===== src/rtl/fdr_pkg.sv =====
package fdr_pkg;

    localparam int WORD_W   = 32;
    localparam int FCNT_W   = 8;
    localparam int SIZE_W   = 22;

    typedef enum logic [2:0] {
        ST_ENT,   // issue read of the current ring entry
        ST_CHK,   // entry data returns; test ownership
        ST_DA,    // descriptor address word returns
        ST_DL,    // descriptor length word returns
        ST_RDY    // buffer held, waiting for a finished field
    } fdr_state_e;

    typedef struct packed {
        logic [FCNT_W-1:0] fcnt;
        logic              rsvd;
        logic [SIZE_W-1:0] size;
        logic              own;
    } done_word_t;

    function automatic logic [SIZE_W-1:0] cap_from_word(input logic [WORD_W-1:0] w);
        return {w[SIZE_W-2:1], 2'b00};
    endfunction

    function automatic logic [SIZE_W-1:0] clip_size(input logic [SIZE_W-1:0] moved,
                                                    input logic [SIZE_W-1:0] cap);
        return (moved > cap) ? cap : moved;
    endfunction

endpackage


===== src/rtl/fdr_slot_ptr.sv =====
module fdr_slot_ptr #(
    parameter int RING_LOG2 = 3
) (
    input  logic                 clk,
    input  logic                 rst,
    input  logic                 flush,
    input  logic                 adv,
    output logic [RING_LOG2-1:0] slot
);
    always_ff @(posedge clk) begin
        if (rst || flush) begin
            slot <= '0;
        end else if (adv) begin
            slot <= slot + 1'b1;
        end
    end
endmodule


===== src/rtl/fdr_wrap_cnt.sv =====
module fdr_wrap_cnt #(
    parameter int W = 8
) (
    input  logic         clk,
    input  logic         rst,
    input  logic         clr,
    input  logic         inc,
    output logic [W-1:0] q
);
    always_ff @(posedge clk) begin
        if (rst || clr) begin
            q <= '0;
        end else if (inc) begin
            q <= q + 1'b1;
        end
    end
endmodule


===== src/rtl/fdr_done_fmt.sv =====
module fdr_done_fmt
    import fdr_pkg::*;
(
    input  logic [FCNT_W-1:0] count_val,
    input  logic [SIZE_W-1:0] moved,
    input  logic [SIZE_W-1:0] cap,
    output logic [WORD_W-1:0] word
);
    done_word_t w;

    always_comb begin
        w.fcnt = count_val;
        w.rsvd = 1'b0;
        w.size = clip_size(moved, cap);
        w.own  = 1'b1;
        word   = w;
    end
endmodule


===== src/rtl/fdr_irq_latch.sv =====
module fdr_irq_latch (
    input  logic clk,
    input  logic rst,
    input  logic set,
    input  logic clr,
    output logic q
);
    always_ff @(posedge clk) begin
        if (rst) begin
            q <= 1'b0;
        end else if (set) begin
            q <= 1'b1;
        end else if (clr) begin
            q <= 1'b0;
        end
    end
endmodule


===== src/rtl/fdr_engine.sv =====
module fdr_engine
    import fdr_pkg::*;
#(
    parameter int RING_LOG2 = 3,
    parameter int ADDR_W    = 32,
    parameter int MISS_W    = 16
) (
    input  logic                 clk,
    input  logic                 rst,
    input  logic                 flush,
    input  logic                 pair_mode,
    input  logic [ADDR_W-1:0]    ring_base,
    output logic                 mem_req,
    output logic                 mem_we,
    output logic [ADDR_W-1:0]    mem_addr,
    output logic [WORD_W-1:0]    mem_wdata,
    input  logic [WORD_W-1:0]    mem_rdata,
    input  logic                 frame_done,
    input  logic [SIZE_W-1:0]    frame_bytes,
    output logic                 buf_valid,
    output logic [WORD_W-1:0]    buf_addr,
    output logic [SIZE_W-1:0]    buf_cap,
    input  logic                 irq_clear,
    output logic                 irq_status,
    output logic [RING_LOG2-1:0] ring_slot,
    output logic [FCNT_W-1:0]    frame_count,
    output logic [MISS_W-1:0]    missed_count
);
    fdr_state_e          st, st_nxt;
    logic [ADDR_W-1:0]   desc_ptr;
    logic [ADDR_W-1:0]   entry_addr;
    logic [ADDR_W-1:0]   rd_ptr;
    logic [FCNT_W-1:0]   count_next;
    logic [WORD_W-1:0]   done_word;
    logic                wr_fire;
    logic                buf_end;
    logic                reuse_desc;

    assign entry_addr = ring_base + ADDR_W'(ring_slot);
    assign rd_ptr     = ADDR_W'(mem_rdata) & ~ADDR_W'(1);
    assign reuse_desc = pair_mode && ring_slot[0];
    assign buf_valid  = (st == ST_RDY);
    assign wr_fire    = buf_valid && frame_done && !flush;
    assign buf_end    = !pair_mode || ring_slot[0];
    assign count_next = frame_count + 1'b1;

    // ring position, frame counter and miss counter
    fdr_slot_ptr #(.RING_LOG2(RING_LOG2)) u_slot (
        .clk  (clk),
        .rst  (rst),
        .flush(flush),
        .adv  (wr_fire),
        .slot (ring_slot)
    );

    fdr_wrap_cnt #(.W(FCNT_W)) u_fcnt (
        .clk(clk),
        .rst(rst),
        .clr(flush),
        .inc(wr_fire),
        .q  (frame_count)
    );

    fdr_wrap_cnt #(.W(MISS_W)) u_miss (
        .clk(clk),
        .rst(rst),
        .clr(1'b0),
        .inc(frame_done && !wr_fire),
        .q  (missed_count)
    );

    fdr_done_fmt u_fmt (
        .count_val(count_next),
        .moved    (frame_bytes),
        .cap      (buf_cap),
        .word     (done_word)
    );

    fdr_irq_latch u_irq (
        .clk(clk),
        .rst(rst),
        .set(wr_fire && buf_end),
        .clr(irq_clear),
        .q  (irq_status)
    );

    // sequencing and memory port
    always_comb begin
        st_nxt    = st;
        mem_req   = 1'b0;
        mem_we    = 1'b0;
        mem_addr  = entry_addr;
        mem_wdata = done_word;
        unique case (st)
            ST_ENT: begin
                mem_req = 1'b1;
                st_nxt  = ST_CHK;
            end
            ST_CHK: begin
                if (mem_rdata[0]) begin
                    st_nxt = ST_ENT;
                end else if (reuse_desc) begin
                    st_nxt = ST_RDY;
                end else begin
                    mem_req  = 1'b1;
                    mem_addr = rd_ptr;
                    st_nxt   = ST_DA;
                end
            end
            ST_DA: begin
                mem_req  = 1'b1;
                mem_addr = desc_ptr | ADDR_W'(1);
                st_nxt   = ST_DL;
            end
            ST_DL: begin
                st_nxt = ST_RDY;
            end
            ST_RDY: begin
                if (wr_fire) begin
                    mem_req = 1'b1;
                    mem_we  = 1'b1;
                    st_nxt  = ST_ENT;
                end
            end
            default: st_nxt = ST_ENT;
        endcase
        if (flush) begin
            st_nxt = ST_ENT;
        end
    end

    always_ff @(posedge clk) begin
        if (rst) begin
            st       <= ST_ENT;
            desc_ptr <= '0;
            buf_addr <= '0;
            buf_cap  <= '0;
        end else begin
            st <= st_nxt;
            if (st == ST_CHK && !mem_rdata[0] && !reuse_desc) begin
                desc_ptr <= rd_ptr;
            end
            if (st == ST_DA) begin
                buf_addr <= mem_rdata;
            end
            if (st == ST_DL) begin
                buf_cap <= cap_from_word(mem_rdata);
            end
        end
    end
endmodule


===== config.mk =====
export PLATFORM = sky130hd
export DESIGN_NAME = fdr_engine
export DESIGN_NICKNAME = d
export VERILOG_FILES = /design/src/rtl/fdr_pkg.sv /design/src/rtl/fdr_slot_ptr.sv /design/src/rtl/fdr_wrap_cnt.sv /design/src/rtl/fdr_done_fmt.sv /design/src/rtl/fdr_irq_latch.sv /design/src/rtl/fdr_engine.sv
export SDC_FILE = /design/constraint.sdc
export NUM_CORES = 1
export LEC_CHECK = 0
export BUFFER_PORTS_ARGS = -buffer_cell sky130_fd_sc_hd__clkbuf_2
export CAP_MARGIN = 20
export CELL_PAD_IN_SITES_DETAIL_PLACEMENT = 2
export CELL_PAD_IN_SITES_GLOBAL_PLACEMENT = 2
export CORE_ASPECT_RATIO = 0.75
export CORE_MARGIN = 1.5
export CORE_UTILIZATION = 29
export CTS_CLUSTER_DIAMETER = 50
export DETAILED_ROUTE_END_ITERATION = 7
export GPL_ROUTABILITY_DRIVEN = 0
export PLACE_DENSITY_LB_ADDON = 0.15
export SLEW_MARGIN = 5
export SYNTH_ARGS = -nofsm -noshare
export SYNTH_HDL_FRONTEND = slang
export SYNTH_SLANG_ARGS = --single-unit

===== constraint.sdc =====
create_clock -name clk -period 7.7 [get_ports clk]
set_input_delay 2.31 -clock clk [delete_from_list [all_inputs] [get_ports clk]]
set_output_delay 2.31 -clock clk [all_outputs]
set_load 0.03 [all_outputs]

==> qor.csv, run 1 <==
metric,value,unit
status,"finished, final reports clean",
Final Hold Fails,0,
total setup buffers inserted after CTS,0,
Post-synth top flop,dfxtp_1,
RSZ-0062 raised after global routing,false,
Initial Utilization,29.6,%
VDD IR-drop max,0.120,mV
Commonest cells post-synth,"nand2_1, dfxtp_1, a21oi_1",
Root Buffer,clkbuf_16,
Final WS setup,505,ps
Crit path required time,5390,ps
number of global-route vias before repair,6998,
vias,6704,
CTS Buf Count,17,
clock-pin slew on the worst setup and hold paths,50,ps
die footprint,0.0225,sq mm
Pleak,3.41,nW
Post-synth ARST share,0,%
critical path peak fanout,15,
sequential-to-total area share from yosys stat,36.4,%
I/O pin cnt,241,
DRT iter0 DRCs,243,
"Avg Cell Area, Syn",7.63,sq um
Clock Latency Late Sink,420,ps
hpwl dp,18200,microns
Synth area leader,dfxtp_1,
final cycle utilization of the critical path,93.4,%
Clock Skew,11.5,ps
Area Growth Syn to Fin,31.4,%
core area,0.0212,sq mm
final slew viol count,0,
Slew headroom,40.0,%
Setup TNS Final,0,ps
layout cell share with drive strength beyond 1,27.7,%
Pre-antenna DRT Iters,4,
"Arr. time, crit path",4880,ps
critical path endpoint category,output port,
Core Rows,46,
Peak Freq,139,MHz
kind of critical path,input port to output port,
Max-cap violations,0,
PortBufs,236,
total track usage,21.6,%
Residual DRC,0,
post-cts sizing count,0,
WL/cell,18.2,microns
Finish-stage setup viols,0,
cts hold-fix bufs,0,
Routed WL,24400,microns
CTS H-tree lvls,4,
most common cell in the netlist,nand2_1,
Placement Setup Slack,551,ps
Yosys cell types,50,
Post-DRT Antenna Nets,0,
grt total ovfl,0,
Startpoint Class,input port,
Mapped Area,0.00628,sq mm
Bufs on Longest Clock Path,2,
clk sinks,114,
WHS,455,ps
die height,130,microns
final net count,1157,
ranking of synthesized cells by area,"dfxtp_1, nand2_1, a21oi_1, ha_1, xor2_1",
Finished Core Util,38.9,%
Via density,5.01,
Synth top area share,36.4,%
antenna violations before repair,0,
Least-Margin Pin Slew,893,ps
Yosys reg bits,114,
Ys Warns,0,
Tmin final,7190,ps
min-delay worst type,register to register,
global-route wire length before repair,38500,microns
P per Cell Area,197,mW/mm^2
ant diodes,0,
Die Width,173,microns
Mapped Cells,823,
CTS tree,built,
number of synthesized flops with an enable pin,0,
largest net degree at the start of global routing,53,
-- cells in the final DEF, fill, tap and decap left out, types with 17 or more instances in the layout --
| master | netlist | final |
|---|---|---|
| ha_1 | 26 | 26 |
| clkbuf_16 | 0 | 17 |
| a22o_1 | 20 | 20 |
| xor2_1 | 35 | 35 |
| a21oi_1 | 96 | 96 |
| nand3_1 | 21 | 21 |
| a221o_1 | 20 | 20 |
| nor2_1 | 41 | 41 |
| dfxtp_1 | 114 | 114 |
| xnor2_1 | 21 | 21 |
| o211ai_1 | 27 | 27 |
| inv_1 | 32 | 32 |
| clkbuf_2 | 0 | 235 |
| nand2_1 | 229 | 229 |
-- power breakdown --
group          leakage (nW)  switching (mW)  internal (mW)
Sequential            0.921         0.00591          0.599
Clock                 0.261           0.301          0.475
Combinational          2.23           0.164         0.0769
-- area by class of cell --
class	count	area, sq um
fill	2597	12900
sequential	114	2280
inverter	33	124
clock inverter	13	138
multi-input combinational	627	3660
clock buffer	19	433
tap	288	360
timing repair buffer	245	1250
-- sequential cells by signal, summed over array words and instances (netlist names) --
register,cells
u_fcnt.q,8
u_slot.slot,3
u_miss.q,16
desc_ptr,31
st,3
buf_cap,20
buf_addr,32
u_irq.q,1
-- worst paths after layout --
| path | start | endpoint | slack, ps | cells past startpoint |
|---|---|---|---|---|
| setup / recovery | frame_bytes[11] | mem_wdata[22] | 510 | 10 |
| hold / removal | desc_ptr[6]$_SDFFE_PP0P_ | desc_ptr[6]$_SDFFE_PP0P_ | 460 | 2 |
| setup reg to reg | st[0]$_SDFFE_PP0P_ | desc_ptr[20]$_SDFFE_PP0P_ | 5610 | 5 |
| hold reg to reg | desc_ptr[6]$_SDFFE_PP0P_ | desc_ptr[6]$_SDFFE_PP0P_ | 460 | 2 |
-- metrics by stage --
step / cell area [sq um] / total power, mW / std cells
after detailed placement: 7680 / 0.860 / 1307
after CTS: 8250 / 1.64 / 1339
after global placement: 7680 / 0.856 / 1307
after global routing: 8250 / 1.69 / 1339
after floorplan: 6280 / 0.766 / 825
final: 8250 / 1.62 / 1339
-- routing by layer --
metal / vias up / routed length (microns) / GRT usage (%)
met3: 19 / 1260 / 5.47
met2: 164 / 11200 / 35.6
met5: - / 0 / 0
met1: 3263 / 11700 / 28.6
li1: 3258 / - / -
met4: 0 / 236 / 5.12
-- kinds of logic (layout without fill, tap and decap cells) --
group,after synthesis,after routing,share of synthesized area (%)
other,2,4,0.120
adder cells (fa/ha/maj),27,27,5.50
XOR/XNOR,56,56,7.81
buffers and inverters,84,310,5.56
AND/OR/NAND/NOR,350,350,24.5
multiplexers,1,1,0.159
flip-flops,114,114,36.4
AO/OA/AOI/OAI,189,189,20.0
-- worst max-delay path, cell delays in order --
cell      delay [ps]
clkbuf_2         100
ha_1             310
nand4_1          180
nor4_1           590
nand2_1          160
o21ai_1          390
buf_4            330
a22o_1           180
a221o_1          120
clkbuf_2         200
(Power assumes the default switching activity.)
==> run 2, diff against run 1 <==
ABC_AREA = 1   (was default)
CELL_PAD_IN_SITES_DETAIL_PLACEMENT = default   (was 2)
CELL_PAD_IN_SITES_GLOBAL_PLACEMENT = default   (was 2)
CORE_UTILIZATION = 55   (was 29)
==> run 2 against run 1 <==
Against the previous run:
- worst hold slack improved by 7.8 ps
- maximum frequency rose by 7.0%
- first-iteration DRC count rose to 2.5 times the previous value
- largest power group unchanged
- design area up 3.8%
- critical endpoint is now mem_wdata[18]
- global-route usage rose by 9.8 points
- setup slack better by 470 ps
- combinational power grew 2%
- sequential cell count did not move
- synthesized area rose by 8.5%
- total power is 5.2% lower
- critical path type unchanged
- clock-buffer cell count up 6
- clock skew decreased by 1.7 ps
==> qor.csv, run 2 <==
metric,value,unit
main combinational cell family by area after synthesis,simple AND/OR/NAND/NOR gates,
DR WL met3,1720,microns
Placement Setup Slack,1020,ps
post-cts sizing count,0,
Mapped Area,0.00681,sq mm
Post-synth top flop,dfxtp_1,
Mapped Cells,1081,
clk sinks,114,
clock-pin slew on the worst setup and hold paths,50,ps
I/O pin cnt,241,
Worst path most repeated cell,nand2_1,
Synth Area in Adders,5.07,%
most frequent cells in the layout,"nand2_1, clkbuf_2, nor2_1",
critical path endpoint,mem_wdata[18],
"Slowest-stage cell, CP",nand2_1,
Via density,5.31,
Final WS setup,979,ps
Max-cap violations,0,
critical path endpoint category,output port,
Yosys reg bits,114,
crit-path cells,clkbuf_2 -> ha_1 -> nand2_1 -> nor2_1 -> nand2_1 -> nor2_1 -> nand2_1 -> nand3_1 -> buf_4 -> nand2_1 -> nand2_1 -> nand2_1 -> clkbuf_2,
Reg area,0.00228,sq mm
Post-synth ARST share,0,%
Area Growth Syn to Fin,25.8,%
WL/cell,14.1,microns
met1 wire length,9270,microns
VDD IR-drop max,0.179,mV
Slew headroom,47.9,%
CTS Buf Count,17,
origin of the critical flop-to-flop path,st[2]$_SDFFE_PP0P_,
min-delay worst type,register to register,
Crit path required time,5390,ps
Synth top area share,33.5,%
R2R cell count,6,
total design power,1.54,mW
# fillers,1119,
Commonest cells post-synth,"nand2_1, nor2_1, dfxtp_1",
final cycle utilization of the critical path,87.3,%
Core Rows,34,
die footprint,0.0131,sq mm
final net count,1420,
Pleak,4.12,nW
post-synthesis simple-gate area fraction,35.8,%
cts hold-fix bufs,0,
ant diodes,0,
"Arr. time, crit path",4410,ps
"slowest stage delay, CP",430,ps
Clock Latency Late Sink,400,ps
layout cell share with drive strength beyond 1,22.5,%
area of the multi-input gates,0.00390,sq mm
Finish-stage setup viols,0,
CTS H-tree lvls,4,
status,"finished, final reports clean",
Startpoint Class,input port,
core area,0.0118,sq mm
PortBufs,236,
vias,7822,
largest net degree at the start of global routing,67,
total setup buffers inserted after CTS,0,
Bufs on Longest Clock Path,2,
sequential-to-total area share from yosys stat,33.5,%
most common cell in the netlist,nand2_1,
Yosys cell types,38,
total track usage,31.4,%
ranking of synthesized cells by area,"dfxtp_1, nand2_1, nor2_1, a21oi_1, inv_1",
RSZ-0062 raised after global routing,false,
antenna violations before repair,0,
placed cells,1443,
Peak Freq,149,MHz
Tmin final,6720,ps
Top Registers,"buf_addr: 32 flops, desc_ptr: 31 flops, buf_cap: 20 flops",
FF-to-FF End,buf_addr[26]$_SDFFE_PP0N_,
Clock Skew,9.81,ps
final slew viol count,0,
largest register by flop count,buf_addr,
Initial Utilization,57.6,%
Post-Layout Cell Count,1474,
Finished Core Util,72.4,%
DRT iter0 DRCs,614,
Die Width,131,microns
Final Hold Fails,0,
crit path from,frame_bytes[9],
P per Cell Area,180,mW/mm^2
post-synthesis compound-gate area fraction,14.9,%
Synth area leader,dfxtp_1,
Root Buffer,clkbuf_16,
CTS tree,built,
flop2flop setup slack,5570,ps
Setup TNS Final,0,ps
max FFs per register,32,
"commonest non-fill, non-tap cell in the layout",nand2_1,
hpwl dp,15900,microns
"Avg Cell Area, Syn",6.30,sq um
grt total ovfl,0,
global-route wire length before repair,33300,microns
Routed WL,20800,microns
area share of xor/xnor cells in the synthesized design,1.29,%
Residual DRC,0,
multiplexer area fraction after synthesis,0,%
Post-DRT Antenna Nets,0,
die height,99.4,microns
Least-Margin Pin Slew,781,ps
critical path peak fanout,23,
number of synthesized flops with an enable pin,0,
Pre-antenna DRT Iters,5,
number of global-route vias before repair,6792,
top sig layer,met4,
kind of critical path,input port to output port,
WL met2,9380,microns
Ys Warns,0,
-- run 2: cell count changes in the layout (fill, tap and decap cells not counted), sizes merged, moves of 6 or more --
cell / previous run / this run
a221o: 20 / 0
a22o: 20 / 0
and3: 9 / 1
clkbuf: 254 / 261
inv: 33 / 111
nand2: 230 / 311
nand3: 21 / 76
nand3b: 0 / 6
nor2: 41 / 156
o211ai: 30 / 6
o21ai: 10 / 77
xnor2: 21 / 1
xor2: 35 / 9
-- run 2: kinds of logic (layout without fill, tap and decap cells) --
group / after synthesis / count (layout)
xor+xnor: 10 / 10
simple gates: 580 / 580
fa+ha+maj: 27 / 27
other cells: 2 / 4
compound gates: 193 / 193
buf+inv: 155 / 384
flops: 114 / 114
-- run 2: metrics by stage --
| step | hold WS, ps | cell area, sq um |
|---|---|---|
| floorplan | 445 | 6820 |
| global placement | 453 | 8030 |
| detailed placement | 455 | 8030 |
| CTS | 463 | 8540 |
| global route | 479 | 8560 |
| finish | 463 | 8560 |
-- run 2: metal layers --
layer,up-vias,track usage [%]
li1,3937,-
met1,3509,41.8
met2,333,52.3
met3,43,6.12
met4,0,9.15
met5,-,0
-- run 2: worst min-delay path by stage --
stage          slack [ps]                         to                       from  depth (start not counted)
6_report              460  desc_ptr[22]$_SDFFE_PP0P_  desc_ptr[22]$_SDFFE_PP0P_                          2
5_1_grt               480  desc_ptr[31]$_SDFFE_PP0P_  desc_ptr[31]$_SDFFE_PP0P_                          2
4_1_cts               460  desc_ptr[11]$_SDFFE_PP0P_  desc_ptr[11]$_SDFFE_PP0P_                          2
3_5_place_dp          460  desc_ptr[27]$_SDFFE_PP0P_  desc_ptr[27]$_SDFFE_PP0P_                          2
3_3_place_gp          450   desc_ptr[4]$_SDFFE_PP0P_   desc_ptr[4]$_SDFFE_PP0P_                          2
2_1_floorplan         450  desc_ptr[10]$_SDFFE_PP0P_  desc_ptr[10]$_SDFFE_PP0P_                          2
-- run 2: area by class of cell --
type | instances | area share [%]
Tap cell | 162 | 2.37
Clock inverter | 5 | 0.351
Clock buffer | 25 | 5.67
Timing Repair Buffer | 243 | 14.6
Inverter | 111 | 4.87
Sequential cell | 114 | 26.7
Multi-Input combinational cell | 814 | 45.5
-- run 2: report_power, final --
part	internal (mW)	leakage, nW	switching [mW]	total, mW
logic	0.0722	2.95	0.172	0.245
registers	0.602	0.922	0.00694	0.609
clock network	0.431	0.249	0.254	0.685
-- run 2: worst max-delay path: cells and delay by family --
kind | cells | cell delay [ps]
buffers and inverters | 3 | 520
and+or+nand+nor | 9 | 1270
adders and majority gates | 1 | 290
==> run 3, diff against run 2 <==
clock period = 7.95 ns   (was 7.7 ns; I/O delays follow)
==> run 3 against run 2 <==
Against the previous run:
- wire length rose by 1.9%
- sequential cell count is the same
- via count grew 0.13%
- design area increased by 0.18%
- sequential share of layout area hardly changed
- total power down 1.8%
- core utilization up 0.13 points
- critical path type unchanged
- combinational power down 3%
- worst hold slack better by 1.5 ps
- clock-buffer cell count fell by 4
==> qor.csv, run 3 (synthesis results as in run 2) <==
metric,value,unit
DRT iter0 DRCs,603,
final cycle utilization of the critical path,86.2,%
most frequent cells in the layout,"nand2_1, clkbuf_2, nor2_1",
global-route wire length before repair,33800,microns
Clock Latency Late Sink,410,ps
kind of critical path,input port to output port,
PortBufs,236,
CTS tree,built,
Bufs on Longest Clock Path,2,
Core Rows,34,
Max-cap violations,0,
die height,99.4,microns
crit-path cells,clkbuf_2 -> ha_1 -> nand2_1 -> nor2_1 -> nand2_1 -> nor2_1 -> nand2_1 -> nand3_1 -> buf_4 -> nand2_1 -> nand2_1 -> nand2_1 -> clkbuf_2,
Net Sw Frac,28.7,%
hpwl dp,15900,microns
Area Growth Syn to Fin,26.0,%
antenna violations before repair,0,
Worst Hold Path EP,desc_ptr[31]$_SDFFE_PP0P_,
I/O pin cnt,241,
number of global-route vias before repair,6922,
P_sw,0.433,mW
FF-to-FF End,buf_addr[26]$_SDFFE_PP0N_,
Crit path required time,5570,ps
Startpoint Class,input port,
Via density,5.31,
min-delay worst type,register to register,
max FFs per register,32,
largest register by flop count,buf_addr,
Final WS setup,1100,ps
total track usage,32.2,%
Peak Freq,146,MHz
VDD IR-drop max,0.149,mV
total setup buffers inserted after CTS,0,
critical path's top delay family,simple AND/OR/NAND/NOR gates,
Hold Crit Depth,2,
"Slowest-stage cell, CP",nand2_1,
internal power,1.08,mW
Pre-antenna DRT Iters,5,
die footprint,0.0131,sq mm
vias,7832,
Die Width,131,microns
post-cts sizing count,0,
P per Cell Area,176,mW/mm^2
R2R cell count,6,
Finish-stage setup viols,0,
Tmin final,6850,ps
Slew headroom,53.0,%
Gate power share,15.8,%
critical path peak fanout,23,
critical path endpoint category,output port,
Initial Utilization,57.6,%
Post-DRT Antenna Nets,0,
clk sinks,114,
Top Registers,"buf_addr: 32 flops, desc_ptr: 31 flops, buf_cap: 20 flops",
Sequential Power Share,39.0,%
CTS H-tree lvls,4,
"slowest stage delay, CP",430,ps
Routed WL,21200,microns
"Arr. time, crit path",4470,ps
WL/cell,14.4,microns
Worst Path Buf+Inv,3,
Setup TNS Final,0,ps
Worst path most repeated cell,nand2_1,
clock-pin slew on the worst setup and hold paths,60,ps
Residual DRC,0,
Pleak,4.13,nW
Final Hold Fails,0,
hold wc startpoint,desc_ptr[31]$_SDFFE_PP0P_,
Placement Setup Slack,1100,ps
origin of the critical flop-to-flop path,st[2]$_SDFFE_PP0P_,
Root Buffer,clkbuf_16,
layout cell share with drive strength beyond 1,22.7,%
final slew viol count,0,
Least-Margin Pin Slew,705,ps
RSZ-0062 raised after global routing,false,
ant diodes,0,
core area,0.0118,sq mm
status,"finished, final reports clean",
clock share of power,45.2,%
flop2flop setup slack,5770,ps
grt total ovfl,0,
final net count,1420,
cts hold-fix bufs,0,
"commonest non-fill, non-tap cell in the layout",nand2_1,
CTS Buf Count,17,
Clock Skew,11.9,ps
largest net degree at the start of global routing,67,
-- run 3: worst max path at each step --
stage	endpoint	slack, ps	start	cells after the start
after floorplan	mem_addr[8]	1640	ring_base[0]	10
after global placement	mem_wdata[19]	1190	frame_bytes[9]	13
after detailed placement	mem_wdata[19]	1100	frame_bytes[13]	13
after CTS	mem_wdata[19]	1110	frame_bytes[13]	13
after global routing	mem_wdata[9]	860	frame_bytes[13]	13
final	mem_wdata[18]	1100	frame_bytes[13]	13
-- run 3: routing by layer --
metal,up-vias,track usage (%),wire [microns]
li1,3934,-,-
met1,3469,41.1,9120
met2,374,52.9,9560
met3,55,7.54,1810
met4,0,13.0,707
met5,-,0,0
-- run 3: layout make-up --
class	count	area, sq um
multi-input cells	814	3900
fillers	1071	3250
flip-flops and latches	114	2280
repair buffers	243	1250
clock buffers	21	440
inverters	111	417
well taps	162	203
clock inverters	11	90.1
-- run 3: power by group through the flow --
stage	Sequential, mW	Clock (mW)	Combinational, mW
after floorplan	0.610	0	0.140
after global placement	0.601	0	0.232
after detailed placement	0.601	0	0.234
after CTS	0.589	0.690	0.236
after global routing	0.590	0.720	0.259
final	0.590	0.683	0.238
-- run 3: per-stage QoR --
step	std cells	total power [mW]	cell area, sq um	utilization, %	hold slack (ps)
4_1_cts	1475	1.52	8560	72.4	465
3_5_place_dp	1443	0.836	8030	67.9	457
2_1_floorplan	1083	0.750	6820	-	445
3_3_place_gp	1443	0.833	8030	67.9	452
5_1_grt	1476	1.57	8580	72.5	477
6_report	1476	1.51	8580	72.5	464
-- run 3: worst reg2reg max path, stage by stage (launching register included) --
cell and delay (ps):
dfxtp_1 360, nor2_1 190, nand2_2 400, inv_2 600
buf_12 280, o21ai_0 130, a21oi_1 150
